File: src/rtl/slip_rsp_pkg.sv
package slip_rsp_pkg;

    localparam logic [7:0] FRAME_END    = 8'hC0;
    localparam logic [7:0] FRAME_ESC    = 8'hDB;
    localparam logic [7:0] ESC_OF_END   = 8'hDC;
    localparam logic [7:0] ESC_OF_ESC   = 8'hDD;
    localparam logic [7:0] DIR_RESPONSE = 8'h01;

    // Phases of one outgoing frame
    typedef enum logic [2:0] {
        PH_IDLE,
        PH_OPEN,
        PH_BYTE,
        PH_SUBST,
        PH_CLOSE
    } phase_e;

endpackage

File: src/rtl/rsp_byte_mux.sv
// Selects one unescaped reply byte by its position in the packet.
module rsp_byte_mux #(
    parameter int VAL_W    = 32,
    parameter int BODY_LEN = 2,
    parameter int IDX_W    = 4
) (
    input  logic [IDX_W-1:0] idx,
    input  logic [7:0]       cmd,
    input  logic [VAL_W-1:0] value,
    input  logic             fail,
    input  logic [7:0]       err,
    output logic [7:0]       pkt_byte
);
    import slip_rsp_pkg::*;

    localparam int          VAL_BYTES  = VAL_W / 8;
    localparam int          HDR_LEN    = 4 + VAL_BYTES;
    localparam logic [15:0] SIZE_FIELD = 16'(BODY_LEN);

    always_comb begin
        pkt_byte = 8'h00;
        if (idx == IDX_W'(0)) begin
            pkt_byte = DIR_RESPONSE;
        end else if (idx == IDX_W'(1)) begin
            pkt_byte = cmd;
        end else if (idx == IDX_W'(2)) begin
            pkt_byte = SIZE_FIELD[7:0];
        end else if (idx == IDX_W'(3)) begin
            pkt_byte = SIZE_FIELD[15:8];
        end else if (idx == IDX_W'(HDR_LEN)) begin
            pkt_byte = {7'd0, fail};
        end else if (idx == IDX_W'(HDR_LEN + 1)) begin
            pkt_byte = err;
        end else begin
            for (int k = 0; k < VAL_BYTES; k++) begin
                if (idx == IDX_W'(4 + k)) begin
                    pkt_byte = value[8*k +: 8];
                end
            end
        end
    end

endmodule

File: src/rtl/slip_encoder.sv
// Classifies one packet byte for byte stuffing.
module slip_encoder (
    input  logic [7:0] raw,
    output logic       needs_esc,
    output logic [7:0] first_byte,
    output logic [7:0] second_byte
);
    import slip_rsp_pkg::*;

    always_comb begin
        needs_esc   = 1'b0;
        first_byte  = raw;
        second_byte = ESC_OF_END;
        if (raw == FRAME_END) begin
            needs_esc   = 1'b1;
            first_byte  = FRAME_ESC;
            second_byte = ESC_OF_END;
        end else if (raw == FRAME_ESC) begin
            needs_esc   = 1'b1;
            first_byte  = FRAME_ESC;
            second_byte = ESC_OF_ESC;
        end
    end

endmodule

File: src/rtl/err_keeper.sv
// Holds the error code of the most recent failing reply.
module err_keeper #(
    parameter int ERR_W = 8
) (
    input  logic             clk,
    input  logic             rst_n,
    input  logic             capture,
    input  logic [ERR_W-1:0] err_in,
    output logic [ERR_W-1:0] stored
);
    logic [ERR_W-1:0] err_d, err_q;

    always_comb begin
        err_d = err_q;
        if (capture) begin
            err_d = err_in;
        end
    end

    always_ff @(posedge clk or negedge rst_n) begin
        if (!rst_n) begin
            err_q <= '0;
        end else begin
            err_q <= err_d;
        end
    end

    assign stored = err_q;

endmodule

File: src/rtl/slip_rsp_tx.sv
module slip_rsp_tx #(
    parameter int VAL_W    = 32,
    parameter int BODY_LEN = 2
) (
    input  logic             clk,
    input  logic             rst_n,
    input  logic             req_valid,
    output logic             req_ready,
    input  logic [7:0]       req_cmd,
    input  logic [VAL_W-1:0] req_value,
    input  logic             req_fail,
    input  logic [7:0]       req_err,
    output logic             tx_valid,
    output logic [7:0]       tx_data,
    input  logic             tx_ready
);
    import slip_rsp_pkg::*;

    localparam int PKT_LEN  = 4 + VAL_W / 8 + BODY_LEN;
    localparam int IDX_W    = $clog2(PKT_LEN + 1);
    localparam int LAST_IDX = PKT_LEN - 1;

    typedef struct packed {
        phase_e           ph;
        logic [IDX_W-1:0] idx;
        logic [7:0]       cmd;
        logic [VAL_W-1:0] value;
        logic             fail;
        logic [7:0]       err;
    } tx_state_t;

    tx_state_t  s_d, s_q;
    logic [7:0] raw_byte;
    logic       needs_esc;
    logic [7:0] esc_first;
    logic [7:0] esc_second;
    logic       err_capture;
    logic [7:0] err_stored;

    rsp_byte_mux #(
        .VAL_W   (VAL_W),
        .BODY_LEN(BODY_LEN),
        .IDX_W   (IDX_W)
    ) i_mux (
        .idx     (s_q.idx),
        .cmd     (s_q.cmd),
        .value   (s_q.value),
        .fail    (s_q.fail),
        .err     (s_q.err),
        .pkt_byte(raw_byte)
    );

    slip_encoder i_enc (
        .raw        (raw_byte),
        .needs_esc  (needs_esc),
        .first_byte (esc_first),
        .second_byte(esc_second)
    );

    err_keeper #(
        .ERR_W(8)
    ) i_err (
        .clk    (clk),
        .rst_n  (rst_n),
        .capture(err_capture),
        .err_in (req_err),
        .stored (err_stored)
    );

    always_comb begin
        s_d         = s_q;
        req_ready   = 1'b0;
        tx_valid    = 1'b0;
        tx_data     = FRAME_END;
        err_capture = 1'b0;
        unique case (s_q.ph)
            PH_IDLE: begin
                req_ready = 1'b1;
                if (req_valid) begin
                    s_d.ph      = PH_OPEN;
                    s_d.idx     = '0;
                    s_d.cmd     = req_cmd;
                    s_d.value   = req_value;
                    s_d.fail    = req_fail;
                    s_d.err     = req_fail ? req_err : err_stored;
                    err_capture = req_fail;
                end
            end
            PH_OPEN: begin
                tx_valid = 1'b1;
                tx_data  = FRAME_END;
                if (tx_ready) begin
                    s_d.ph = PH_BYTE;
                end
            end
            PH_BYTE: begin
                tx_valid = 1'b1;
                tx_data  = esc_first;
                if (tx_ready) begin
                    if (needs_esc) begin
                        s_d.ph = PH_SUBST;
                    end else if (s_q.idx == IDX_W'(LAST_IDX)) begin
                        s_d.ph = PH_CLOSE;
                    end else begin
                        s_d.idx = s_q.idx + 1'b1;
                    end
                end
            end
            PH_SUBST: begin
                tx_valid = 1'b1;
                tx_data  = esc_second;
                if (tx_ready) begin
                    if (s_q.idx == IDX_W'(LAST_IDX)) begin
                        s_d.ph = PH_CLOSE;
                    end else begin
                        s_d.ph  = PH_BYTE;
                        s_d.idx = s_q.idx + 1'b1;
                    end
                end
            end
            PH_CLOSE: begin
                tx_valid = 1'b1;
                tx_data  = FRAME_END;
                if (tx_ready) begin
                    s_d.ph = PH_IDLE;
                end
            end
            default: begin
                s_d.ph = PH_IDLE;
            end
        endcase
    end

    always_ff @(posedge clk or negedge rst_n) begin
        if (!rst_n) begin
            s_q <= '{ph: PH_IDLE, idx: '0, cmd: '0, value: '0, fail: 1'b0, err: '0};
        end else begin
            s_q <= s_d;
        end
    end

endmodule

File: config.mk
export PLATFORM = sky130hd
export DESIGN_NAME = slip_rsp_tx
export DESIGN_NICKNAME = d
export VERILOG_FILES = /design/src/rtl/slip_rsp_pkg.sv /design/src/rtl/rsp_byte_mux.sv /design/src/rtl/slip_encoder.sv /design/src/rtl/err_keeper.sv /design/src/rtl/slip_rsp_tx.sv
export SDC_FILE = /design/constraint.sdc
export NUM_CORES = 1
export LEC_CHECK = 0
export BUFFER_PORTS_ARGS = -buffer_cell sky130_fd_sc_hd__buf_2
export CAP_MARGIN = 20
export CORE_AREA = 4 4 81 83
export DETAILED_ROUTE_END_ITERATION = 16
export DIE_AREA = 0 0 85 87
export PLACE_DENSITY = 0.84
export SLEW_MARGIN = 20
export SYNTH_ARGS = -nofsm -noshare
export SYNTH_HDL_FRONTEND = slang
export SYNTH_SLANG_ARGS = --single-unit
File: constraint.sdc
create_clock -name clk -period 4.9 [get_ports clk]
set_input_delay 0.735 -clock clk [delete_from_list [all_inputs] [get_ports clk]]
set_output_delay 0.735 -clock clk [all_outputs]
set_load 0.01 [all_outputs]
# Yosys cells after proc, flatten, opt, wreduce, memory -nomap -nowiden
# Cells that the tools add are included.
# totals
regBits	64
in_bits	53
output_inout_bits	10
elab_cells	71
# op_classes
addsub	1
eq_ne	22
n_mux	34
reduce_logical	7
# op_table
op	count
8-bit 2-to-1 mux	14
56-bit 2-to-1 mux	1
4-bit by 3-bit equality test with 1-bit output, second input constant	4
8-bit equality test, second input constant	2
8-bit one-hot mux with 2 select lines	1
3-bit 2-to-1 mux	5
3-bit one-hot mux with 5 select lines	1
7-bit 2-to-1 mux	2
2-bit != test, second input constant	6
4-bit one-hot mux with 3 select lines	1
4-bit by 2-bit equality test with 1-bit output, second input constant	2
4-bit equality test, second input constant	2
4-bit 2-to-1 mux	2
1-bit 2-to-1 mux	7
3-bit by 2-bit equality test with 1-bit output, second input constant	2
6-bit AND reduction	1
5-bit AND reduction	1
4-bit by 1-bit adder with 4-bit output, second input constant	1
4-bit by 1-bit equality test with 1-bit output, second input constant	1
4-bit zero test	1
4-bit OR reduction	1
3-bit by 1-bit equality test with 1-bit output, second input constant	1
3-bit equality test, second input constant	1
3-bit zero test	1
other kinds (3)	3

# Logic depth before layout (Yosys ltp)
# Gate-level depths: netlist of run 1.
# depth
word_depth	17
depth_mapped	12
mapped_depth_nobuf	10

# Cells and area by module
# From an unflattened synthesis of run 1, not the netlist that was laid out.
# unflattened
cells_unflattened	326
hier_area_um2	3574.7
# by_module_without_submodules
module	n_inst	cells_per_inst	area_each_um2	seq_area_each_um2
slip_rsp_tx	1	187	2471.1	1401.3
rsp_byte_mux	1	96	613.1	0.0
err_keeper	1	17	331.6	200.2
slip_encoder	1	26	158.9	0.0

# Worst setup path before layout of run 1
# Ideal clock, no wire load.
# synth_timing
kind	register to output
startpoint	register s_q[49] (netlist bit)
endpoint	output tx_data[1]
arrival_time_ps	2705
required_ps	4165
setup_slack_ps	1460
stages_incl_launch_ff	11
n_path_buf	1
path_cell_list	dfrtp_1 > inv_1 > ha_1 > buf_4 > or3b_1 > a21oi_2 > nor4_1 > a211o_1 > or4_4 > or2_2 > a21oi_1
# synth_between
elab_chain_cells	15
elab_cells_between_ends	25
cone_classes	eq/ne: 11; mux: 13; reduce/logical: 1
# synth_lines
item	line	rtl
from (decl)	slip_rsp_tx.sv:32	tx_state_t s_d, s_q;
from (signal assigned)	slip_rsp_tx.sv:136	s_q <= '{ph: PH_IDLE, idx: '0, cmd: '0, value: '0, fail: 1'b0, err: '0};
4-bit by 3-bit equality test with 1-bit output	rsp_byte_mux.sv:36	if (idx == IDX_W'(4 + k)) begin
8-bit 2-to-1 mux (4 in a row)	rsp_byte_mux.sv:36	
8-bit 2-to-1 mux	rsp_byte_mux.sv:32	end else if (idx == IDX_W'(HDR_LEN + 1)) begin
8-bit 2-to-1 mux	rsp_byte_mux.sv:30	end else if (idx == IDX_W'(HDR_LEN)) begin
8-bit 2-to-1 mux	rsp_byte_mux.sv:28	end else if (idx == IDX_W'(3)) begin
8-bit 2-to-1 mux	rsp_byte_mux.sv:26	end else if (idx == IDX_W'(2)) begin
8-bit 2-to-1 mux	rsp_byte_mux.sv:24	end else if (idx == IDX_W'(1)) begin
8-bit 2-to-1 mux *	rsp_byte_mux.sv:22	if (idx == IDX_W'(0)) begin
8-bit equality test	slip_encoder.sv:18	end else if (raw == FRAME_ESC) begin
8-bit 2-to-1 mux	slip_encoder.sv:18	
8-bit 2-to-1 mux *	slip_encoder.sv:14	if (raw == FRAME_END) begin
8-bit one-hot mux with 2 select lines *	slip_rsp_tx.sv:76	unique case (s_q.ph)
to (decl)	slip_rsp_tx.sv:14	output logic [7:0] tx_data,
# Every way passes the cells marked *; elsewhere a longest branch is shown, timed or not.

# Worst setup path in the final report of run 1
# layout_timing
startpoint	register s_q[50] (netlist bit)
endpoint	output tx_data[1]
# Same word-level chain as after synthesis.

==> flow_summary_export.csv, run 1 <==
group,metric,value,unit
finish,antennaDiodeCount,0,
sta,hold_viol_final,0,
global_route,grt_usage,0.2264,
clocking,ctsHoldBuffers,0,
yosys,ys_seq_area_frac,0.4663,
clocking,root_buffer,"clkbuf_8",
placement,globalplace.congestion,0.9054,
yosys,synth_edf_count,0,
routing,dr.pass1.iters,5,
routing,ant_nets,0,
floorplanning,fp.dieH,87,um
critical_path,cp.arrival,3710,ps
power,leakage,1.968,nW
yosys,synthArstFlopShare,1.000,
critical_path,rrSetupSlack,1320,ps
yosys,syn_nets,454,
placement,dp.final_hpwl,5741,um
placement,port_buffers,62,
sta,drv_slew,0,
global_route,grt_pass1_wl,13090,um
global_route,grt_pass1_vias,2776,
clocking,cts_resized,0,
routing,viasPerCell,5.683,
sta,rsz0062_at_grt,"false",
global_route,grt_max_degree,65,
finish,area_delta_synth_final,14.13,%
global_route,antenna_found_initial,0,
sta,timing.final.crit_share,0.9063,
yosys,yosysTopAreaCellShare,0.4663,
sta,min_period,4441,ps
sta,max_freq,225.2,MHz
yosys,ys_types,54,
sta,finalSetupTns,0,ps
finish,fin_util,0.6700,
finish,layout.nets,504,
power,p_per_area,629.9,mW/mm^2
routing,wl_per_cell,14.95,um
hold_path,min_path_type,"reg2reg",
routing,vias,2989,
global_route,overflow,0,
critical_path,critPathRequiredTime,4160,ps
sta,slew_headroom,0.4749,
critical_path,worstSetupStartpointType,"flip-flop",
yosys,synthFlopType,"dfrtp_1",
yosys,synth_area_leaders,"dfrtp_1 47%, nand2_1 15%, mux2_2 3.0%, mux2i_1 2.6%, a21oi_1 2.3%",
sta,setup_viol,0,
floorplanning,core-area,0.005851,mm^2
routing,drt_iter0_markers,301,
floorplanning,io_pins,63,
yosys,syn_area,0.003435,mm^2
power,vdd_drop_max,0.2949,mV
finish,drive_gt1_frac,0.2239,
sta,worstMarginPinSlew,787.6,ps
job,max-cap-violations,0,
clocking,clock_sinks,64,
power,design_power_total,2.469,mW
floorplanning,die_x,85,um
clocking,clk_latency,340,ps
clocking,cts_tree,"yes",
status,status,"finished clean",
yosys,syn_avg_cell_area,8.651,um^2
floorplanning,start_util,0.5870,
clocking,clk_path_buf_depth,2,
sta,clock_skew,7.526,ps
critical_path,cp-end-kind,"output port",
yosys,synth_seq_cells,64,
yosys,yosysTopAreaCell,"dfrtp_1",
critical_path,worstSetupPathType,"reg2out",
floorplanning,rows,28,
clocking,htree_num_levels,3,
clocking,post_cts_buffers,0,
routing,drc,0,
finish,n_fill_cell,490,
floorplanning,die-area,0.007395,mm^2
yosys,ys_warn_count,0,
yosys,synth_cells,397,
critical_path,crit_fanout,23,
clocking,path_clk_slew,60,ps
routing,drt_wl_total,7863,um
clocking,numCtsBuffers,9,
[layout make-up]
cell class	count	area, um^2	share of cell area
multi-input combinational	301	1697	0.4328
sequential	64	1602	0.4086
timing repair buffer	65	332.8	0.08490
clock buffer	12	155.1	0.03958
tap	75	93.84	0.02394
inverter	6	22.52	0.005745
clock inverter	3	17.52	0.004469
[cell usage in the layout (no fill, tap or decap), drive strengths merged, types with 3 or more instances in the layout]
cell / count
o32ai: 3
clkbuf: 12
nor2b: 5
dfrtp: 64
nor2: 17
a21oi: 17
nand4: 3
nand2b: 10
inv: 6
o21ai: 14
or2: 5
a221o: 5
a22o: 3
mux2i: 9
a211oi: 5
nor3: 5
and3b: 4
nand3: 4
buf: 65
mux2: 9
ha: 4
a221oi: 3
nand2: 138
nor4: 8
[metal layers]
metal | vias to the layer above | track usage | part of all wire
met5 | - | 0 | 0
met4 | 0 | 0.1007 | 0.024
met3 | 20 | 0.03879 | 0.063
met2 | 114 | 0.3559 | 0.48
met1 | 1399 | 0.3095 | 0.43
li1 | 1456 | - | -
[kinds of logic after synthesis]
family                     after synthesis  share of synthesized area
buffers and inverters                   32                    0.03971
and+or+nand+nor                        209                     0.2772
xor gates and xnor gates                 1                   0.002551
adders and majority gates                4                    0.01457
DFF                                     64                     0.4663
AOI/OAI and AO/OA                       69                     0.1439
muxes                                   18                    0.05574
[cells in the mapped netlist, types with 4 or more instances]
master and count:
inv_1 6, o21ai_0 14, nand2_1 138, a221o_1 5, nor3_1 5, mux2_2 9, dfrtp_1 64, or2_2 5
nor2_1 17, nand2b_1 10, clkbuf_1 20, ha_1 4, nor4_1 6, nor2b_1 4, a21oi_1 16, mux2i_1 9
nand3_1 4
[per-stage QoR]
stage               area, um^2  setup slack [ps]  hold slack (ps)  instances
finish                    3920             459.2            480.1        526
global route              3920             173.2            504.1        526
CTS                       3920             511.8            487.4        526
detailed placement        3747             890.5            471.2        511
global placement          3747              1016            461.0        511
floorplan                 3435              1460            436.9        397
[path summary, 6_finish.rpt]
kind | endpoint | from | cells past startpoint
max in group asynchronous | s_q[52]$_DFFE_PN0P_ | rst_n | 2
setup reg to reg | s_q[49]$_DFFE_PN0P_ | s_q[50]$_DFFE_PN0P_ | 10
hold reg to reg | s_q[32]$_DFFE_PN0P_ | s_q[32]$_DFFE_PN0P_ | 2
hold / removal | s_q[32]$_DFFE_PN0P_ | s_q[32]$_DFFE_PN0P_ | 2
min in group asynchronous | s_q[45]$_DFFE_PN0P_ | rst_n | 2
setup / recovery | tx_data[1] | s_q[50]$_DFFE_PN0P_ | 10
[critical path, cell delays in order (launching register included)]
cell	delay [ps]
dfrtp_1	420
inv_1	100
ha_1	640
nand3b_1	370
o32ai_1	280
nor4_1	90
a211o_1	330
or4_4	560
or2_2	300
a21oi_1	130
buf_2	140
[power by group]
group          internal [mW]  switching, mW
Combinational          0.481          0.613
Clock                  0.207          0.189
Sequential             0.769          0.211
[sequential cells by signal (all words and copies together), names as in the netlist]
| name | count |
|---|---|
| s_q | 56 |
| i_err.stored | 8 |
Power figures use the tool's default switching activity.
==> inputs of run 2 (changes only) <==
--- a/config.mk
+++ b/config.mk
@@ -7,11 +7,12 @@
 export LEC_CHECK = 0
 export BUFFER_PORTS_ARGS = -buffer_cell sky130_fd_sc_hd__buf_2
 export CAP_MARGIN = 20
-export CORE_AREA = 4 4 81 83
+export CORE_AREA = 4 4 83 85
 export DETAILED_ROUTE_END_ITERATION = 16
-export DIE_AREA = 0 0 85 87
-export PLACE_DENSITY = 0.84
+export DIE_AREA = 0 0 87 89
+export PLACE_DENSITY = 0.82
 export SLEW_MARGIN = 20
 export SYNTH_ARGS = -nofsm -noshare
 export SYNTH_HDL_FRONTEND = slang
+export SYNTH_HIERARCHICAL = 1
 export SYNTH_SLANG_ARGS = --single-unit
==> run 2 against run 1 <==
  * Flip-flop and latch count did not move
  * Highest routed layer unchanged
  * Final area rose by 0.22%
  * Clock-buffer cell count fell by 1
  * Die area rose by 4.7%
  * Maximum frequency rose by 20%
  * Sequential share of layout area barely moved
  * Clock skew fell by 0.91 ps
  * Via count fell by 14%
  * Power rose by 1.0%
  * Area after synthesis rose by 4.1%
  * Largest power group is now registers
  * Worst hold slack improved by 26 ps
==> flow_summary_export.csv, run 2 <==
group,metric,value,unit
status,status,"finished clean",
finish,top_register,"s_q",
power,p_per_area,634.8,mW/mm^2
routing,viasPerCell,5.684,
routing,vias,2569,
sta,worstMarginPinSlew,793.3,ps
yosys,synthTopCellsByCount,"64 x dfrtp_1, 27 x mux2_2, 26 x nor2_1, 21 x a21oi_1, 18 x mux2i_1",
global_route,grt_usage,0.1994,
power,vdd_drop_max,0.3296,mV
placement,port_buffers,62,
clocking,htree_num_levels,3,
yosys,synth_most_common_cell,"dfrtp_1",
critical_path,critPathRequiredTime,4160,ps
critical_path,worstSetupStartpointType,"flip-flop",
clocking,cts_resized,0,
floorplanning,fp.dieH,89,um
global_route,grt_pass1_wl,11900,um
critical_path,crit_path_start,"s_q[49]$_DFFE_PN0P_",
yosys,syn_avg_cell_area,10.97,um^2
yosys,synthFlopType,"dfrtp_1",
finish,area_delta_synth_final,9.906,%
sta,hold_viol_final,0,
floorplanning,rows,29,
critical_path,crit_end,"tx_data[4]",
clocking,clk_path_buf_depth,2,
finish,layout.nets,426,
sta,setup_viol,0,
finish,n_fill_cell,521,
sta,rsz0062_at_grt,"false",
floorplanning,core-area,0.006205,mm^2
critical_path,rrSetupSlack,1490,ps
critical_path,worstSetupPathType,"reg2out",
clocking,cts_tree,"yes",
clocking,root_buffer,"clkbuf_8",
placement,dpl.cell_count,437,
sta,min_period,3707,ps
power,p_int,1.521,mW
yosys,yosysTopAreaCellShare,0.4480,
clocking,clock_sinks,64,
clocking,numCtsBuffers,9,
finish,fin_util,0.6332,
sta,max_freq,269.7,MHz
yosys,synth_edf_count,0,
finish,drive_gt1_frac,0.3253,
finish,antennaDiodeCount,0,
yosys,synth_cells,326,
yosys,ys_seq_area_frac,0.4480,
yosys,ys_warn_count,6,
sta,whs,506.1,ps
critical_path,reg2regPathDepth,9,
sta,timing.final.crit_share,0.7566,
sta,finalSetupTns,0,ps
routing,drt_iter0_markers,144,
clocking,path_clk_slew,70,ps
power,power_frac_seq,0.430,
floorplanning,start_util,0.5761,
global_route,antenna_found_initial,0,
finish,final_cells,452,
floorplanning,io_pins,63,
sta,slew_headroom,0.4711,
floorplanning,die-area,0.007743,mm^2
clocking,post_cts_buffers,0,
yosys,synthArstFlopShare,1.000,
job,max-cap-violations,0,
finish,final_cell_mix,"62 x dfrtp_1, 62 x buf_2, 27 x mux2_2",
routing,drc,0,
hold_path,min_path_type,"reg2reg",
yosys,synth_area_leaders,"dfrtp_1 45%, mux2_2 8.5%, mux2i_1 5.0%, mux2_1 4.4%, mux2_4 3.4%",
clocking,clk_latency,340,ps
placement,globalplace.congestion,0.8658,
power,design_power_total,2.494,mW
critical_path,cp-end-kind,"output port",
critical_path,cp.arrival,2970,ps
power,pwr-share-clk,0.149,
yosys,syn_area,0.003575,mm^2
routing,wl_per_cell,15.86,um
power,leakage,1.819,nW
power,p_sw,972.9,uW
sta,clock_skew,6.616,ps
yosys,yosysTopAreaCell,"dfrtp_1",
yosys,synth_seq_cells,64,
routing,drt_wl_total,7169,um
yosys,ys_types,51,
global_route,grt_max_degree,65,
finish,largest_register_ffs,56,
routing,dr.pass1.iters,4,
critical_path,crit_fanout,38,
placement,dp.final_hpwl,5205,um
clocking,ctsHoldBuffers,0,
power,combinationalPowerShare,0.421,
global_route,grt_pass1_vias,2524,
global_route,overflow,0,
critical_path,r2r-end,"s_q[52]$_DFFE_PN0P_",
critical_path,reg2reg_from,"s_q[49]$_DFFE_PN0P_",
floorplanning,die_x,87,um
power,netSwitchingFraction,0.3901,
sta,drv_slew,0,
routing,ant_nets,0,
-- run 2: cell type report --
type,instances,area (um^2),share of cell area
clock buffer,11,131.4,0.03344
clock inverter,4,22.52,0.005732
inverter,14,52.55,0.01338
multi-input combinational,219,1704,0.4338
sequential,64,1604,0.4083
tap,77,96.34,0.02452
timing repair buffer,63,317.8,0.08089
-- run 2: worst min-delay path by stage --
stage                                  endpoint  slack [ps]  depth (start not counted)                 from
finish                      s_q[36]$_DFFE_PN0P_         510                          1  s_q[36]$_DFFE_PN0P_
global placement            s_q[42]$_DFFE_PN0P_         470                          1  s_q[42]$_DFFE_PN0P_
floorplan           i_err/stored[0]$_DFFE_PN0P_         440                          0                rst_n
detailed placement          s_q[36]$_DFFE_PN0P_         490                          1  s_q[36]$_DFFE_PN0P_
CTS                         s_q[36]$_DFFE_PN0P_         510                          1  s_q[36]$_DFFE_PN0P_
global route                s_q[47]$_DFFE_PN0P_         530                          1  s_q[47]$_DFFE_PN0P_
-- run 2: kinds of logic after synthesis --
| family | share of synthesized area |
|---|---|
| AOI/OAI and AO/OA | 0.1362 |
| muxes | 0.2258 |
| and+or+nand+nor | 0.09801 |
| DFF | 0.4480 |
| buffers and inverters | 0.08050 |
| adders and majority gates | 0.006999 |
| other | 0.002101 |
| xor gates and xnor gates | 0.002451 |
-- run 2: per-stage QoR --
stage,setup WS (ps),area (um^2)
2_1_floorplan,2048,3593
3_3_place_gp,1355,3772
3_5_place_dp,1187,3772
4_1_cts,815.9,3926
5_1_grt,808.6,3929
6_report,1193,3929
-- run 2: worst max-delay path: stages (launching register included) --
cell and delay, ps:
dfrtp_2 750, nor3_1 120, or2_0 310, o22ai_1 210, o21ai_1 140, nand4bb_1 330
o41ai_1 400, mux2i_1 130, nor2_1 100, buf_2 140
-- run 2: routing by layer --
layer,global-route usage,share of wire,vias to the layer above
met5,0,0,-
met4,0.09207,0.017,0
met3,0.04885,0.066,9
met2,0.3119,0.48,80
met1,0.2635,0.44,1238
li1,-,-,1242
-- run 2: power by group through the flow --
stage               registers (mW)  clock network [mW]  logic (mW)
finish                        1.07               0.371        1.05
global route                  1.12               0.403        1.18
CTS                           1.07               0.380        1.06
detailed placement            1.08                   0        1.06
global placement              1.06                   0        1.01
floorplan                    0.912                   0       0.981
